File: config.mk
export PLATFORM = sky130hd
export DESIGN_NAME = prog_erase_status
export DESIGN_NICKNAME = d
export VERILOG_FILES = /design/src/rtl/pep_pkg.sv /design/src/rtl/pep_launch.sv /design/src/rtl/pep_op_timer.sv /design/src/rtl/pep_toggle_bit.sv /design/src/rtl/pep_read_path.sv /design/src/rtl/prog_erase_status.sv
export SDC_FILE = /design/constraint.sdc
export NUM_CORES = 1
export LEC_CHECK = 0
export BUFFER_PORTS_ARGS = -buffer_cell sky130_fd_sc_hd__buf_4
export CORE_MARGIN = 3
export CORE_UTILIZATION = 62
export CTS_CLUSTER_DIAMETER = 200
export CTS_CLUSTER_SIZE = 24
export DETAILED_ROUTE_END_ITERATION = 6
export PLACE_DENSITY = 0.85
export SYNTH_ARGS = -nofsm -noshare
export SYNTH_HDL_FRONTEND = slang
export SYNTH_SLANG_ARGS = --single-unit
File: constraint.sdc
create_clock -name clk -period 4.6 [get_ports clk]
set_clock_uncertainty 0.1 [all_clocks]
set_input_delay 0.23 -clock clk [delete_from_list [all_inputs] [get_ports clk]]
set_output_delay 0.23 -clock clk [all_outputs]
set_load 0.05 [all_outputs]
File: src/rtl/pep_pkg.sv
package pep_pkg;

    localparam int BYTE_W   = 8;
    localparam int POLL_BIT = 7;
    localparam int TGL_BIT  = 6;

    typedef enum logic [1:0] {
        OPK_IDLE  = 2'd0,
        OPK_PROG  = 2'd1,
        OPK_ERASE = 2'd2
    } opk_e;

    typedef struct packed {
        opk_e              kind;
        logic [BYTE_W-1:0] loaded;
    } op_ctx_t;

    // Status byte presented while an operation runs.
    function automatic logic [BYTE_W-1:0] poll_byte(
        input op_ctx_t           c,
        input logic              t,
        input logic [BYTE_W-1:0] arr
    );
        logic [BYTE_W-1:0] r;
        r           = arr;
        r[POLL_BIT] = ~c.loaded[POLL_BIT];
        r[TGL_BIT]  = t;
        return r;
    endfunction

    function automatic int unsigned max_u(input int unsigned a, input int unsigned b);
        return (a > b) ? a : b;
    endfunction

endpackage

File: src/rtl/pep_launch.sv
module pep_launch
    import pep_pkg::*;
(
    input  logic              clk,
    input  logic              rst,
    input  logic              prog_start,
    input  logic              erase_start,
    input  logic [BYTE_W-1:0] load_data,
    input  logic              busy,
    output logic              launch,
    output logic              launch_prog,
    output op_ctx_t           ctx
);

    // Starts are accepted only while idle; a program request wins a tie.
    always_comb begin
        launch      = !busy && (prog_start || erase_start);
        launch_prog = prog_start;
    end

    always_ff @(posedge clk) begin
        if (rst) begin
            ctx.kind   <= OPK_IDLE;
            ctx.loaded <= '1;
        end else if (launch) begin
            if (launch_prog) begin
                ctx.kind   <= OPK_PROG;
                ctx.loaded <= load_data;
            end else begin
                ctx.kind   <= OPK_ERASE;
                ctx.loaded <= '1;
            end
        end
    end

    AST_CTX_FROZEN: assert property (@(posedge clk) disable iff (rst)
        busy |=> $stable(ctx));

    AST_TIE_PROG: assert property (@(posedge clk) disable iff (rst)
        (!busy && prog_start && erase_start) |=> (ctx.kind == OPK_PROG));

endmodule

File: src/rtl/pep_op_timer.sv
module pep_op_timer #(
    parameter int unsigned PROG_CYCLES  = 12_500,
    parameter int unsigned ERASE_CYCLES = 32'd2_500_000_000,
    parameter int          CNT_W        = 32
) (
    input  logic clk,
    input  logic rst,
    input  logic launch,
    input  logic launch_prog,
    output logic busy,
    output logic done
);

    localparam logic [CNT_W-1:0] PROG_LAST  = CNT_W'(PROG_CYCLES - 1);
    localparam logic [CNT_W-1:0] ERASE_LAST = CNT_W'(ERASE_CYCLES - 1);

    logic [CNT_W-1:0] remain_q;
    logic             last_cyc;

    assign last_cyc = busy && (remain_q == '0);

    always_ff @(posedge clk) begin
        if (rst) begin
            busy     <= 1'b0;
            done     <= 1'b0;
            remain_q <= '0;
        end else begin
            done <= last_cyc;
            if (launch) begin
                busy     <= 1'b1;
                remain_q <= launch_prog ? PROG_LAST : ERASE_LAST;
            end else if (last_cyc) begin
                busy <= 1'b0;
            end else if (busy) begin
                remain_q <= remain_q - 1'b1;
            end
        end
    end

    AST_CNT_STEP: assert property (@(posedge clk) disable iff (rst)
        (busy && remain_q != '0) |=> (busy && remain_q == $past(remain_q) - 1'b1));

    AST_DONE_AFTER_BUSY: assert property (@(posedge clk) disable iff (rst)
        done |-> (!busy || $past(launch)) && $past(busy));

    AST_DONE_SINGLE: assert property (@(posedge clk) disable iff (rst)
        done |=> !done);

    AST_PROG_LOAD: assert property (@(posedge clk) disable iff (rst)
        (launch && launch_prog) |=> (busy && remain_q == PROG_LAST));

    AST_ERASE_LOAD: assert property (@(posedge clk) disable iff (rst)
        (launch && !launch_prog) |=> (busy && remain_q == ERASE_LAST));

endmodule

File: src/rtl/pep_toggle_bit.sv
module pep_toggle_bit (
    input  logic clk,
    input  logic rst,
    input  logic clear,
    input  logic advance,
    output logic q
);

    always_ff @(posedge clk) begin
        if (rst || clear) begin
            q <= 1'b0;
        end else if (advance) begin
            q <= ~q;
        end
    end

    AST_TGL_FLIP: assert property (@(posedge clk) disable iff (rst)
        (advance && !clear) |=> (q != $past(q)));

    AST_TGL_CLEAR: assert property (@(posedge clk) disable iff (rst)
        clear |=> !q);

endmodule

File: src/rtl/pep_read_path.sv
module pep_read_path
    import pep_pkg::*;
(
    input  logic              clk,
    input  logic              rst,
    input  logic              rd_strobe,
    input  logic              busy,
    input  op_ctx_t           ctx,
    input  logic              tgl,
    input  logic [BYTE_W-1:0] array_rd_data,
    output logic [BYTE_W-1:0] host_rd_data
);

    logic [BYTE_W-1:0] next_byte;

    always_comb begin
        next_byte = busy ? poll_byte(ctx, tgl, array_rd_data) : array_rd_data;
    end

    always_ff @(posedge clk) begin
        if (rst) begin
            host_rd_data <= '0;
        end else if (rd_strobe) begin
            host_rd_data <= next_byte;
        end
    end

    AST_HOLD: assert property (@(posedge clk) disable iff (rst)
        !rd_strobe |=> $stable(host_rd_data));

    AST_IDLE_PASS: assert property (@(posedge clk) disable iff (rst)
        (rd_strobe && !busy) |=> (host_rd_data == $past(array_rd_data)));

    AST_PROG_POLL: assert property (@(posedge clk) disable iff (rst)
        (rd_strobe && busy && ctx.kind == OPK_PROG)
        |=> (host_rd_data[POLL_BIT] == !$past(ctx.loaded[POLL_BIT])));

    AST_ERASE_POLL: assert property (@(posedge clk) disable iff (rst)
        (rd_strobe && busy && ctx.kind == OPK_ERASE) |=> !host_rd_data[POLL_BIT]);

    AST_LOW_PASS: assert property (@(posedge clk) disable iff (rst)
        (rd_strobe && busy) |=> (host_rd_data[5:0] == $past(array_rd_data[5:0])));

endmodule

File: src/rtl/prog_erase_status.sv
module prog_erase_status
    import pep_pkg::*;
#(
    parameter int unsigned PROG_CYCLES  = 12_500,
    parameter int unsigned ERASE_CYCLES = 32'd2_500_000_000
) (
    input  logic              clk,
    input  logic              rst,
    input  logic              prog_start,
    input  logic              erase_start,
    input  logic [BYTE_W-1:0] load_data,
    input  logic              rd_strobe,
    input  logic [BYTE_W-1:0] array_rd_data,
    output logic [BYTE_W-1:0] host_rd_data,
    output logic              busy,
    output logic              done
);

    localparam int unsigned LONGEST = max_u(PROG_CYCLES, ERASE_CYCLES);
    localparam int          CNT_W   = (LONGEST > 1) ? $clog2(LONGEST) : 1;

    logic    launch;
    logic    launch_prog;
    op_ctx_t ctx;
    logic    tgl;

    initial begin
        if (PROG_CYCLES < 1 || ERASE_CYCLES < 1)
            $error("operation durations must be at least one cycle");
    end

    pep_launch u_launch (
        .clk         (clk),
        .rst         (rst),
        .prog_start  (prog_start),
        .erase_start (erase_start),
        .load_data   (load_data),
        .busy        (busy),
        .launch      (launch),
        .launch_prog (launch_prog),
        .ctx         (ctx)
    );

    pep_op_timer #(
        .PROG_CYCLES  (PROG_CYCLES),
        .ERASE_CYCLES (ERASE_CYCLES),
        .CNT_W        (CNT_W)
    ) u_timer (
        .clk         (clk),
        .rst         (rst),
        .launch      (launch),
        .launch_prog (launch_prog),
        .busy        (busy),
        .done        (done)
    );

    pep_toggle_bit u_toggle (
        .clk     (clk),
        .rst     (rst),
        .clear   (launch),
        .advance (rd_strobe && busy),
        .q       (tgl)
    );

    pep_read_path u_read (
        .clk           (clk),
        .rst           (rst),
        .rd_strobe     (rd_strobe),
        .busy          (busy),
        .ctx           (ctx),
        .tgl           (tgl),
        .array_rd_data (array_rd_data),
        .host_rd_data  (host_rd_data)
    );

    AST_RESET_QUIET: assert property (@(posedge clk)
        $past(rst) |-> (!busy && !done && host_rd_data == '0));

endmodule

==> out/summary.md <==
Synth
• **mux contribution to synthesized area** 0.05749
• **area fraction of the dominant cell type after synthesis** 0.3614
• **parity-gate share of the synthesized area counting xor and xnor cells** 0.003593
• **adder-cell area share of the yosys netlist** 0.005133
• **prevailing post-synth register cell** sky130_fd_sc_hd__dfxtp_1
• **net count of the mapped netlist** 315
• **cells after synthesis** 293
• **count of flip-flops with a built-in enable after synthesis** 0
• **leading post-synthesis cells by cell area** sky130_fd_sc_hd__dfxtp_1 36%, sky130_fd_sc_hd__mux2i_1 5.7%, sky130_fd_sc_hd__or3_1 5.1%
• **Yosys Warn Count** 0
• **post-synthesis average cell area** 8.319 um^2
• **Syn Std Cell Area** 2437 um^2
• **Yosys cell types** 50
• **proportion of synthesized flip-flops having asynchronous set or reset** 0
• **complex-gate fraction of the synthesized area** 0.1935
• **total of flip-flops plus latches after synthesis** 44
• **largest family of logic cells by synthesized area** simple AND/OR/NAND/NOR gates
• **cell taking the most area after synthesis** sky130_fd_sc_hd__dfxtp_1
• **register area share after synthesis** 0.3614
• **post-synthesis share of cell area spent on and, or, nand and nor gates** 0.3285

Finish
• **Area growth, synth to finish** 10.16%
• **Ant. Diodes** 0
• **Final Non-Filler Cells** 355
• **proportion of layout cells with a drive suffix above 1** 0.1498
• **number of nets in the layout** 329

Worst setup path
• **worst reg2reg endpoint** u_timer.remain_q[4]
• **worst-case register-to-register setup slack** 1.58 ns
• **peak fanout along the critical path** 7
• **data required time of the critical path** 4.69 ns
• **start point of the critical path** u_timer.remain_q[4]
• **Worst Reg-to-Reg Cells** 5
• **Crit Path Category** register to register
• **Critical Path Sink Type** register
• **capture point of the critical path** u_timer.remain_q[4]
• **critical path startpoint category** register
• **startpoint of the worst register-to-register path** u_timer.remain_q[4]
• **signal arrival time at the worst endpoint** 3.11 ns

Route
• **First DRT Iteration DRCs** 320
• **DRC violations left** 4
• **detailed-route wire length** 6.246 mm
• **vias** 2450
• **average via count per standard cell** 6.901
• **post-DR wirelength/cell** 17.59 um
• **remaining antenna violation count** 0
• **router iterations before antenna repair** 7

Clock network
• **clock tree from TritonCTS** built
• **clock root buffer** sky130_fd_sc_hd__clkbuf_8
• **insertion delay of the later-clocked pin in the worst-skew pair** 0.30 ns
• **clock sink count** 44
• **hold buffer count at cts** 0
• **number of levels in the clock H-tree** 2
• **Resize count post-CTS** 0
• **maximum buffer depth of the clock tree** 2
• **Setup Fix Bufs, Post-CTS** 0
• **clock edge transition at the registers on the reported setup and hold paths** 0.08 ns
• **TritonCTS buffer count** 5

STA
• **max-slew violation count** 0
• **final clock period utilization by the worst path** 0.6572
• **final setup TNS** 0 ns
• **setup repair after global routing missed its margin** no
• **count of final hold-check violations** 0
• **Worst slew margin** 0.3315
• **highest attainable clock frequency** 330.8 MHz
• **Worst Max-Slew Pin Slew** 0.9953 ns
• **setup violators final** 0
• **shortest period the worst path allows** 3.023 ns
• **WHS** 0.06159 ns
• **post-layout worst setup margin** 1.577 ns

Global route
• **pin count of the biggest net entering global routing** 39
• **antenna violations before repair** 0
• **grt ovf** 0
• **via count of the first global-routing pass** 2171
• **global-route usage over all layers** 0.2842
• **wire length of the first global-routing pass** 10.13 mm

Outcome
• **violations in the final reports** design-rule violations
• **result of the run** finished with violations

Placed design
• **worst slack at placement** 1.758 ns
• **cell total after placement** 348
• **dpl hpwl** 4.337 mm
• **global placement routability congestion** 0.9350
• **quantity of I/O buffers inserted on ports** 23

Power and ir drop
• **total leakage power** 0.9785 nW
• **pwr/cell area** 342.9 nW/um^2
• **Final Power** 920.7 uW
• **highest ir drop seen on vdd** 0.0002555 V

Floorplan
• **Initial Utilization** 0.6559
• **number of placement rows** 22
• **Core Region** 3716 um^2
• **IO Pins** 31
• **horizontal die dimension** 68.70 um
• **Die Outline Area** 4720 um^2
• **die height** 68.70 um

Min path
• **min-delay worst type** input port to register
• **Worst Hold Depth** 3

Job
• **MaxCap Viol Count** 0

==> state kept, by name, summed over array words and instances (netlist names) <==
name                 count
u_timer.remain_q        32
u_read.host_rd_data      8
u_launch.ctx             1
u_timer.busy             1
u_timer.done             1
u_toggle.q               1
==> cells by family (layout without fill, tap and decap cells) <==
| kind of cell | Yosys count | count (layout) |
|---|---|---|
| multiplexers | 14 | 14 |
| flip-flops | 44 | 44 |
| adder cells (fa/ha/maj) | 1 | 1 |
| XOR/XNOR | 1 | 1 |
| AND/OR/NAND/NOR | 141 | 141 |
| AO/OA/AOI/OAI | 64 | 64 |
| buffers and inverters | 28 | 42 |
==> layer usage <==
layer	global-route usage	share of wire
met3	0.06321	0.076
met5	0	0
met4	0.09976	0.026
met2	0.4505	0.47
met1	0.3792	0.42
==> critical path: stages (launching register included) <==
cell	delay (ns)
sky130_fd_sc_hd__dfxtp_1	0.37
sky130_fd_sc_hd__nor4_1	0.82
sky130_fd_sc_hd__nand4_1	0.26
sky130_fd_sc_hd__o31ai_1	0.80
sky130_fd_sc_hd__nor2_1	0.18
sky130_fd_sc_hd__a211oi_1	0.37
==> Yosys cell counts (3+ instances only) <==
cell type,n
sky130_fd_sc_hd__clkbuf_1,13
sky130_fd_sc_hd__a211oi_1,8
sky130_fd_sc_hd__o31ai_1,7
sky130_fd_sc_hd__nand4_1,8
sky130_fd_sc_hd__a221oi_1,7
sky130_fd_sc_hd__nand3_1,4
sky130_fd_sc_hd__nor4_1,14
sky130_fd_sc_hd__a31oi_1,7
sky130_fd_sc_hd__o21ai_0,7
sky130_fd_sc_hd__inv_1,9
sky130_fd_sc_hd__nand2_1,22
sky130_fd_sc_hd__a2111oi_2,3
sky130_fd_sc_hd__dfxtp_1,44
sky130_fd_sc_hd__nor2_1,29
sky130_fd_sc_hd__nor3_1,17
sky130_fd_sc_hd__or3_1,20
sky130_fd_sc_hd__or4_1,8
sky130_fd_sc_hd__mux2i_1,14
sky130_fd_sc_hd__a21oi_1,11
==> layout make-up <==
class,count,area (um^2)
multi-input combinational,221,1434
fill,304,1031
sequential,44,880.8
timing repair buffer,26,195.2
clock buffer,5,68.82
tap,48,60.06
inverter,9,33.78
clock inverter,2,12.51
==> where the power goes <==
part           internal (mW)  switching, mW
Combinational         0.0911          0.161
Clock                  0.103          0.129
Sequential             0.406         0.0315
Total                  0.600          0.321
==> worst min path at each step <==
stage | start | to | slack, ns
2_1_floorplan | load_data[7] | u_launch.ctx[7] | 0.27
3_3_place_gp | load_data[7] | u_launch.ctx[7] | 0.36
3_5_place_dp | load_data[7] | u_launch.ctx[7] | 0.37
4_1_cts | load_data[7] | u_launch.ctx[7] | 0.06
5_1_grt | load_data[7] | u_launch.ctx[7] | 0.07
6_report | load_data[7] | u_launch.ctx[7] | 0.06
==> metrics by stage <==
stage | instance area, um^2 | util
floorplan | 2437 | -
global placement | 2604 | 0.7007
detailed placement | 2604 | 0.7007
CTS | 2685 | 0.7226
global route | 2685 | 0.7226
finish | 2685 | 0.7226
==> layout by cell type (no fill, tap or decap), types with 3 or more instances in the layout <==
| cell type | netlist | final |
|---|---|---|
| sky130_fd_sc_hd__dfxtp_1 | 44 | 44 |
| sky130_fd_sc_hd__nor2_1 | 29 | 29 |
| sky130_fd_sc_hd__buf_4 | 0 | 26 |
| sky130_fd_sc_hd__nand2_1 | 22 | 22 |
| sky130_fd_sc_hd__or3_1 | 20 | 20 |
| sky130_fd_sc_hd__nor3_1 | 17 | 17 |
| sky130_fd_sc_hd__nor4_1 | 14 | 14 |
| sky130_fd_sc_hd__mux2i_1 | 14 | 14 |
| sky130_fd_sc_hd__a21oi_1 | 11 | 11 |
| sky130_fd_sc_hd__inv_1 | 9 | 9 |
| sky130_fd_sc_hd__or4_1 | 8 | 8 |
| sky130_fd_sc_hd__nand4_1 | 8 | 8 |
| sky130_fd_sc_hd__a211oi_1 | 8 | 8 |
| sky130_fd_sc_hd__o31ai_1 | 7 | 7 |
| sky130_fd_sc_hd__a221oi_1 | 7 | 7 |
| sky130_fd_sc_hd__o21ai_0 | 7 | 7 |
| sky130_fd_sc_hd__a31oi_1 | 7 | 7 |
| sky130_fd_sc_hd__clkbuf_8 | 0 | 5 |
| sky130_fd_sc_hd__nand3_1 | 4 | 4 |
| sky130_fd_sc_hd__a2111oi_2 | 3 | 3 |
Power figures use the tool's default switching activity.
